## config.mk

```make
export PLATFORM = sky130hd
export DESIGN_NAME = l0_trig_emu
export DESIGN_NICKNAME = d
export VERILOG_FILES = /design/src/rtl/l0_trig_emu.sv
export SDC_FILE = /design/constraint.sdc
export NUM_CORES = 1
export LEC_CHECK = 0
export CAP_MARGIN = 5
export CORE_MARGIN = 2
export CORE_UTILIZATION = 55
export DETAILED_ROUTE_END_ITERATION = 10
export DONT_BUFFER_PORTS = 1
export PLACE_DENSITY_LB_ADDON = 0.15
export SLEW_MARGIN = 20
export SYNTH_ARGS = -nofsm -noshare
export SYNTH_HDL_FRONTEND = slang
export SYNTH_SLANG_ARGS = --single-unit
```

## constraint.sdc

```tcl
create_clock -name clk -period 6.2 [get_ports clk]
set_clock_uncertainty 0.05 [all_clocks]
set_input_delay 0.31 -clock clk [delete_from_list [all_inputs] [get_ports clk]]
set_output_delay 0.31 -clock clk [all_outputs]
set_load 0.05 [all_outputs]
```

## src/rtl/l0_trig_emu.sv

```systemverilog
module l0_trig_emu #(
  parameter int TYPE_W = 6,
  parameter int DS_W   = 16,
  parameter int CNT_W  = 32
) (
  input  logic              clk,
  input  logic              rst_n,
  input  logic              cfg_wr,
  input  logic [2:0]        cfg_addr,
  input  logic [31:0]       cfg_wdata,
  output logic [31:0]       cfg_rdata,
  input  logic              ext_trig,
  input  logic [5:0]        ext_type,
  input  logic              pulser,
  input  logic              det_busy,
  output logic              busy_to_proc,
  output logic              cha_pulse,
  output logic              chb_req,
  output logic [5:0]        chb_type
);
  logic              local_mode;
  logic [1:0]        src_sel;
  logic [DS_W-1:0]   ds_lim, ds_cnt;
  logic [31:0]       rnd_thr, lfsr;
  logic [TYPE_W-1:0] loc_type;
  logic [CNT_W-1:0]  acc_cnt, sup_cnt;
  logic              pulser_q, cand, accept, ds_hit;

  assign busy_to_proc = det_busy;
  assign ds_hit = (ds_cnt == ds_lim);

  always_comb begin
    if (!local_mode) cand = ext_trig;
    else case (src_sel)
      2'd0:    cand = ds_hit;
      2'd1:    cand = (lfsr < rnd_thr);
      2'd2:    cand = pulser & ~pulser_q;
      default: cand = 1'b0;
    endcase
  end
  assign accept = cand & ~det_busy;

  always_ff @(posedge clk) begin
    if (!rst_n) begin
      local_mode <= 1'b0;
      src_sel    <= 2'd3;
      ds_lim     <= '0;
      rnd_thr    <= '0;
      loc_type   <= '0;
    end else if (cfg_wr) begin
      case (cfg_addr)
        3'd0: {src_sel, local_mode} <= cfg_wdata[2:0];
        3'd1: ds_lim   <= cfg_wdata[DS_W-1:0];
        3'd2: rnd_thr  <= cfg_wdata;
        3'd3: loc_type <= cfg_wdata[TYPE_W-1:0];
        default: ;
      endcase
    end
  end

  always_ff @(posedge clk) begin
    if (!rst_n) begin
      ds_cnt   <= '0;
      lfsr     <= 32'h1;
      pulser_q <= 1'b0;
    end else begin
      pulser_q <= pulser;
      lfsr     <= {lfsr[30:0], lfsr[31] ^ lfsr[21] ^ lfsr[1] ^ lfsr[0]};
      if (!local_mode || src_sel != 2'd0 || ds_hit) ds_cnt <= '0;
      else ds_cnt <= ds_cnt + 1'b1;
    end
  end

  always_ff @(posedge clk) begin
    if (!rst_n) begin
      cha_pulse <= 1'b0;
      chb_req   <= 1'b0;
      chb_type  <= '0;
      acc_cnt   <= '0;
      sup_cnt   <= '0;
    end else begin
      cha_pulse <= accept;
      chb_req   <= accept;
      if (accept) begin
        chb_type <= local_mode ? loc_type : ext_type;
        acc_cnt  <= acc_cnt + 1'b1;
      end
      if (cand && det_busy) sup_cnt <= sup_cnt + 1'b1;
    end
  end

  always_comb begin
    case (cfg_addr)
      3'd0:    cfg_rdata = {29'd0, src_sel, local_mode};
      3'd1:    cfg_rdata = 32'(ds_lim);
      3'd2:    cfg_rdata = rnd_thr;
      3'd3:    cfg_rdata = 32'(loc_type);
      3'd4:    cfg_rdata = 32'(acc_cnt);
      3'd5:    cfg_rdata = 32'(sup_cnt);
      default: cfg_rdata = '0;
    endcase
  end
endmodule


```

Yosys cells after proc, flatten, opt, wreduce, memory -nomap -nowiden

Cells that the tools add are included.

Logic and storage cells: 48
Bits in registers: 177

$add $sub $neg: 3
Bitwise gates (word level): 8
Order comparisons: 1
Eq/ne operators: 8
Mux-type cells: 4
Reductions and logical operators: 12

Operators with widths:

| operator                | number |
|---|---|
| $pmux W32 S6            | 1 |
| $add A32 B1 Y32 const B | 2 |
| $lt A32 B32 Y1          | 1 |
| $add A16 B1 Y16 const B | 1 |
| $eq A16 B16 Y1          | 1 |
| $reduce_and A2 Y1       | 4 |
| $eq A3 B2 Y1 const B    | 2 |
| $eq A3 B3 Y1 const B    | 2 |
| $mux W6                 | 1 |
| $eq A3 B1 Y1 const B    | 1 |
| $logic_not A3 Y1        | 1 |
| $not A1 Y1              | 3 |
| $pmux W1 S3             | 1 |
| $xor A1 B1 Y1           | 3 |
| $and A1 B1 Y1           | 2 |
| $eq A2 B1 Y1 const B    | 1 |
| $eq A2 B2 Y1 const B    | 1 |
| $logic_not A2 Y1        | 1 |
| $logic_or A1 B1 Y1      | 2 |
| $reduce_bool A2 Y1      | 1 |
| $reduce_or A2 Y1        | 1 |
| $logic_and A1 B1 Y1     | 1 |
| $logic_not A1 Y1        | 1 |
| $mux W1                 | 1 |

Longest topological paths before layout

Gate-level depths: netlist of run 1.

Depth in word-level cells: 5
Depth in mapped cells: 12

Worst setup path after synthesis of run 1

No wires, ideal clock.

Path type: input port to output port
Start point: input cfg_addr[0]
End point: output cfg_rdata[16]
Required time: 5.840 ns
Arrival: 2.508 ns
Setup slack: 3.332 ns
Cell stages on the path: 5
Path through: clkbuf_1 > clkbuf_1 > clkbuf_1 > mux2i_1 > o21ai_0

Cells in the longest elaborated chain, start to end: 2
Elaborated cells between the ends (all ways): 7
Those cells by class: 5 x eq/ne; 1 x mux; 1 x reduce/logical

RTL lines:

| item                                       | RTL line | RTL |
|---|---|---|
| start: declaration                         | 9        | `input logic [2:0] cfg_addr,` |
| $eq A3 B3 Y1, or another cell as far along | 93       | `case (cfg_addr)` |
| $pmux W32 S6 (*)                           | 93       |  |
| end: declaration                           | 11       | `output logic [31:0] cfg_rdata,` |

Mark *: on every way between the ends. The rest lies on a longest branch, timed or not.

Worst setup path after layout of run 1

Start point: register rnd_thr[31]
End point: register sup_cnt[3]

Cells in the longest elaborated chain, start to end: 4

RTL lines:

| item                     | RTL line | RTL |
|---|---|---|
| start: declaration       | 24       | `logic [31:0] rnd_thr, lfsr;` |
| start signal: assignment | 54       | `3'd2: rnd_thr <= cfg_wdata;` |
| $lt A32 B32 Y1           | 36       | `2'd1: cand = (lfsr < rnd_thr);` |
| $pmux W1 S3              | 34       | `else case (src_sel)` |
| $mux W1                  | 33       | `if (!local_mode) cand = ext_trig;` |
| $logic_and A1 B1 Y1      | 88       | `if (cand && det_busy) sup_cnt <= sup_cnt + 1'b1;` |
| end signal: assignment   | 88       |  |
| end: declaration         | 26       | `logic [CNT_W-1:0] acc_cnt, sup_cnt;` |

Every way passes these cells.
A chain may end at the register's enable or synchronous reset.

==> impl_metrics.py, run 1 <==
metrics = {
    "detailed_routing": {
        "routed_wl_um": 24120,
        "avgRoutedWirePerCell_um": 18.23,
        "ant_nets": 0,
        "vias": 7969,
        "drtIter0Drc": 610,
        "drc": 0,
        "viasPerCell": 6.023,
        "firstDrtPassIters": 5,
    },
    "sta": {
        "hold_ws_ps": 13.20,
        "setup_viol": 0,
        "finalCriticalPeriod_ps": 3445,
        "max-slew-margin-rel_pct": 21.84,
        "fmax_mhz": 290.3,
        "drv_slew": 0,
        "tightest_slew_ps": 1190,
        "final_hold_viol_count": 0,
        "setup-tns-final_ps": 0,
        "fin_crit_sh_pct": 55.57,
        "rsz0062_at_grt": "false",
    },
    "clock_tree": {
        "clk_latency_ps": 430,
        "cts_setup_buffers": 0,
        "root_buffer": "clkbuf_16",
        "path_clk_slew_ps": 60,
        "cts_tree": "done",
        "htreeDepth": 4,
        "cts-buffers-inserted": 17,
        "clockBufferDepth": 2,
        "cts.sinks": 177,
    },
    "power_and_ir_drop": {
        "p_leak_nw": 3.432,
        "swShare_pct": 23.89,
        "internal_power_mw": 1.881,
        "p_comb_share_pct": 5.9,
        "p_per_area_nw_per_um2": 246.9,
        "seqPwrFrac_pct": 47.8,
        "p_sw_mw": 0.5902,
        "power_frac_clock_pct": 46.3,
        "vdd_drop_max_v": 0.0002070,
    },
    "grt": {
        "grt_max_degree": 74,
        "grt_util_met2_pct": 44.13,
        "grt_overflow_total": 0,
        "busiest_layer": "met2",
        "grt_pass1_vias": 7394,
        "track_usage_pct": 27.79,
        "grt_pass1_wl_um": 38920,
        "gr-usage-met3_pct": 6.997,
        "use_met1_pct": 36.91,
        "grt_antenna_before_repair": 0,
    },
    "job": {
        "max_cap_violations": 0,
    },
    "placed_design": {
        "place.detailed.hpwl_um": 16230,
        "place.gp.congestion": 0.8307,
        "io_buffers": 0,
    },
    "worst_setup_path": {
        "end_kind": "register",
        "path_class": "reg -> reg",
        "critPathLaunchType": "register",
        "cp_slowest_stage_delay_ps": 630,
        "cp.arrival_ps": 3750,
        "crit_slowest_cell": "buf_4",
        "required_ps": 6500,
        "critical_path.cell_chain": "inv_1 > ha_1 > nand4_1 > nor4_1 > nand2_1 > o2bb2ai_1 > o31a_2 > buf_4 > o21ai_0 > a21oi_1",
        "crit_fanout": 72,
    },
    "synth": {
        "syn_inst": 1111,
        "syn-num-nets": 1192,
        "synth_ff_type": "dfxtp_1",
        "synth.distinct_cells": 50,
        "synth_area_leaders": "dfxtp_1 (39%), nand2_1 (7.3%), a21oi_1 (6.6%), mux2i_1 (5.1%), ha_1 (4.7%)",
        "syn_avg_cell_area_um2": 8.140,
        "synth_edf_count": 0,
        "netlist.area_leader.share_pct": 39.18,
        "async_reset_ff_share_pct": 0,
        "yosysSeqAreaShare_pct": 39.18,
        "yosys_warnings": 0,
        "synth_area_um2": 9044,
        "synth_common_cells": "dfxtp_1 (177), nand2_1 (177), a21oi_1 (120)",
        "yosys_register_bits": 177,
        "yosys.area.top_type": "dfxtp_1",
    },
    "final_layout": {
        "drive_gt1_share_pct": 5.330,
        "synthToLayoutAreaGrowth_pct": 10.64,
        "final_net_count": 1176,
        "seq_area_um2": 3543,
        "nFillCells": 1448,
        "diodes": 0,
        "multi_input_area_um2": 4992,
    },
    "die": {
        "core_um2": 16000,
        "dieArea_um2": 17480,
        "io-pin-count": 88,
        "initial_core_util_pct": 56.52,
        "die_x_um": 132.2,
        "die_y_um": 132.2,
        "rows": 46,
    },
    "hold_path": {
        "hold_class": "in -> reg",
    },
    "status": {
        "outcome": "finished clean",
    },
}
-- worst max-delay path: cells and delay by family, from the launching register on --
kind / cells / cell delay, ps
flops: 1 / 360
buf+inv: 2 / 690
simple gates: 3 / 690
fa+ha+maj: 1 / 320
compound gates: 4 / 1250
-- power by group through the flow --
| stage | clock network [mW] | registers [mW] | logic, mW |
|---|---|---|---|
| floorplan | 0 | 1.20 | 0.118 |
| global route | 1.20 | 1.18 | 0.161 |
| CTS | 1.16 | 1.18 | 0.145 |
| detailed placement | 0 | 1.21 | 0.120 |
| global placement | 0 | 1.21 | 0.118 |
| finish | 1.14 | 1.18 | 0.146 |
-- cell families (layout without fill, tap and decap cells) --
family,count (synthesis),count (layout),synth area share (%)
buffers and inverters,127,123,5.880
multiplexers,55,55,6.336
AO/OA/AOI/OAI,250,250,16.28
AND/OR/NAND/NOR,434,434,24.32
flip-flops,177,177,39.18
XOR/XNOR,34,34,3.293
adder cells (fa/ha/maj),34,34,4.704
-- placed cells by master, fill, tap and decap left out, drive strengths merged, types with 34 or more instances in the layout --
cell type and instances:
nand2 177, dfxtp 177, a21oi 120, inv 54, nor2 53, mux2i 46, o21ai 46, o31ai 43
or4 42, and2 38, ha 34
-- path summary, 6_finish.rpt --
check,from,end,slack (ps),cells past startpoint
worst min register to register,lfsr[9],lfsr[10],420,1
worst max register to register,rnd_thr[31],sup_cnt[3],2750,10
worst min-delay path,cfg_wdata[22],rnd_thr[22],10,2
worst max-delay path,rnd_thr[31],sup_cnt[3],2750,10
-- routing by layer --
| layer | vias up | part of all wire (%) |
|---|---|---|
| li1 | 3912 | - |
| met1 | 3762 | 45 |
| met2 | 248 | 46 |
| met3 | 47 | 6.9 |
| met4 | 0 | 2.5 |
| met5 | - | 0 |
-- final cells by class --
type                            instances  area share [%]
Multi-Input combinational cell        807           49.89
Clock buffer                           18           4.289
Inverter                               53           2.001
Clock inverter                         13           1.851
Tap cell                              216           2.701
Sequential cell                       177           35.41
Timing Repair Buffer                   39           3.851
-- through the flow --
stage	power, mW	utilization, %	cell area, um2	instances	setup slack (ps)
after floorplan	1.318	-	9044	1111	3332
after global placement	1.325	56.51	9041	1259	2898
after detailed placement	1.326	56.57	9051	1259	2849
after CTS	2.481	62.47	9996	1322	2771
after global routing	2.544	62.54	10010	1323	2360
final	2.471	62.54	10010	1323	2755
-- registers in the layout (all words and copies together) (netlist names), 2 cells and up --
name and cells:
ds_lim 16, sup_cnt 32, lfsr 32, ds_cnt 16, loc_type 6, chb_type 6
acc_cnt 32, src_sel 2, rnd_thr 32
-- repair_timing --
action                    CTS  global route
hold endpoints to repair   94             1
hold buffers               32             1
resized for setup           0             0
Note: power is estimated with default switching activity, not from simulation.
==> inputs of run 2 (changes only) <==
==> constraint.sdc (replaced) <==
create_clock -name clk -period 3.3 [get_ports clk]
set_clock_uncertainty 0.05 [all_clocks]
set_input_delay 0.165 -clock clk [delete_from_list [all_inputs] [get_ports clk]]
set_output_delay 0.165 -clock clk [all_outputs]
set_load 0.05 [all_outputs]
==> run 2 against run 1 <==
  * First-iteration DRC count is 3.8% lower
  * Total power is 83% higher
  * Largest cell class unchanged
  * Critical path depth stayed put
  * Critical endpoint is now acc_cnt[4]
==> impl_metrics.py, run 2 (synthesis results as in run 1) <==
metrics = {
    "status": {
        "outcome": "finished clean",
    },
    "die": {
        "initial_core_util_pct": 56.52,
        "die_y_um": 132.2,
        "dieArea_um2": 17480,
        "rows": 46,
        "core_um2": 16000,
        "die_x_um": 132.2,
        "io-pin-count": 88,
    },
    "clock_tree": {
        "clk_latency_ps": 430,
        "cts_tree": "done",
        "cts-buffers-inserted": 17,
        "root_buffer": "clkbuf_16",
        "cts.sinks": 177,
        "path_clk_slew_ps": 70,
        "cts_setup_buffers": 0,
        "htreeDepth": 4,
        "cts.repair.resized": 0,
        "ctsHoldBuffers": 50,
        "clockBufferDepth": 2,
    },
    "final_layout": {
        "diodes": 0,
        "nFillCells": 1400,
        "synthToLayoutAreaGrowth_pct": 13.81,
        "design_area_um2": 10290,
        "final_net_count": 1210,
        "final_cell_mix": "nand2_1 (177), dfxtp_1 (177), a21oi_1 (120)",
        "drive_gt1_share_pct": 6.486,
    },
    "detailed_routing": {
        "routed_wl_um": 24700,
        "drc": 0,
        "vias": 8177,
        "ant_nets": 0,
        "met3_length_um": 1641,
        "drtIter0Drc": 587,
        "firstDrtPassIters": 5,
        "viasPerCell": 6.026,
        "wl_met2_um": 11710,
        "highest_layer": "met4",
        "wl_met1_um": 10910,
        "avgRoutedWirePerCell_um": 18.20,
    },
    "grt": {
        "grt_pass1_wl_um": 39640,
        "grt_pass1_vias": 7558,
        "grt_antenna_before_repair": 0,
        "track_usage_pct": 28.15,
        "grt_overflow_total": 0,
        "grt_max_degree": 121,
    },
    "sta": {
        "setup-tns-final_ps": 0,
        "final_hold_viol_count": 0,
        "fin_crit_sh_pct": 93.11,
        "fmax_mhz": 325.5,
        "tightest_slew_ps": 1120,
        "rsz0062_at_grt": "false",
        "finalCriticalPeriod_ps": 3073,
        "drv_slew": 0,
        "max-slew-margin-rel_pct": 25.59,
        "setup_viol": 0,
    },
    "worst_setup_path": {
        "critPathLaunchType": "register",
        "path_class": "reg -> reg",
        "crit_slowest_cell": "or4_1",
        "cp.arrival_ps": 3370,
        "critical_path.cell_chain": "inv_1 > ha_1 > a21oi_1 > o21ai_0 > o21bai_1 > o2bb2ai_1 > o31a_2 > buf_4 > or4_1 > a21oi_1",
        "required_ps": 3600,
        "crit_fanout": 27,
        "critPathBufInv": 2,
        "crit_top_cell": "a21oi_1",
        "end_kind": "register",
        "cp_slowest_stage_delay_ps": 540,
        "path_delay_family": "compound AO/OA/AOI/OAI gates",
    },
    "power_and_ir_drop": {
        "p_leak_nw": 3.592,
        "p_per_area_nw_per_um2": 440.3,
        "vdd_drop_max_v": 0.0004586,
    },
    "placed_design": {
        "io_buffers": 0,
        "place.detailed.hpwl_um": 16440,
        "placed_area_um2": 9200,
        "place.gp.congestion": 0.8670,
    },
    "hold_path": {
        "hold_class": "in -> reg",
    },
    "job": {
        "max_cap_violations": 0,
    },
}
==> run 2: worst paths after layout <==
path	slack (ps)	end	from	cells past startpoint
max	230	acc_cnt[4]	rnd_thr[15]	10
min reg2reg	410	lfsr[9]	lfsr[8]	1
min	20	sup_cnt[3]	det_busy	3
max reg2reg	230	acc_cnt[4]	rnd_thr[15]	10
==> run 2: per-stage QoR <==
step                      std cells  setup WS [ps]  total power, mW  utilization [%]  hold slack [ps]
after CTS                      1357          264.6            4.552            64.33            2.716
after global placement         1276          445.2            2.498            57.46            189.9
final                          1357          227.4            4.532            64.33            23.03
after floorplan                1111          721.5            2.476                -            236.7
after global routing           1357          45.09            4.676            64.33            31.66
after detailed placement       1276          349.0            2.504            57.50            192.9
==> run 2: final cells by class <==
| class | instances | area (um2) | share of cell area, % |
|---|---|---|---|
| sequential | 177 | 3543 | 34.43 |
| tap | 216 | 270.3 | 2.626 |
| clock buffer | 22 | 474.2 | 4.607 |
| multi-input combinational | 807 | 4989 | 48.47 |
| inverter | 53 | 200.2 | 1.945 |
| timing repair buffer | 73 | 708.2 | 6.881 |
| clock inverter | 9 | 107.6 | 1.045 |
==> run 2: worst register-to-register path: cells and delay by family, from the launching register on <==
family / cells / cell delay, ps
AO/OA/AOI/OAI: 6 / 1380
AND/OR/NAND/NOR: 1 / 540
flip-flops: 1 / 360
buffers and inverters: 2 / 340
adder cells (fa/ha/maj): 1 / 340
==> run 2: layer usage <==
layer	GRT usage [%]	vias to the layer above
li1	-	3971
met1	37.15	3907
met2	46.47	265
met3	6.651	34
met4	7.407	0
met5	0	-
==> run 2: power by group <==
part | total [mW] | internal, mW | switching, mW
clock network | 2.01 | 1.17 | 0.840
registers | 2.22 | 2.17 | 0.0525
logic | 0.304 | 0.122 | 0.182
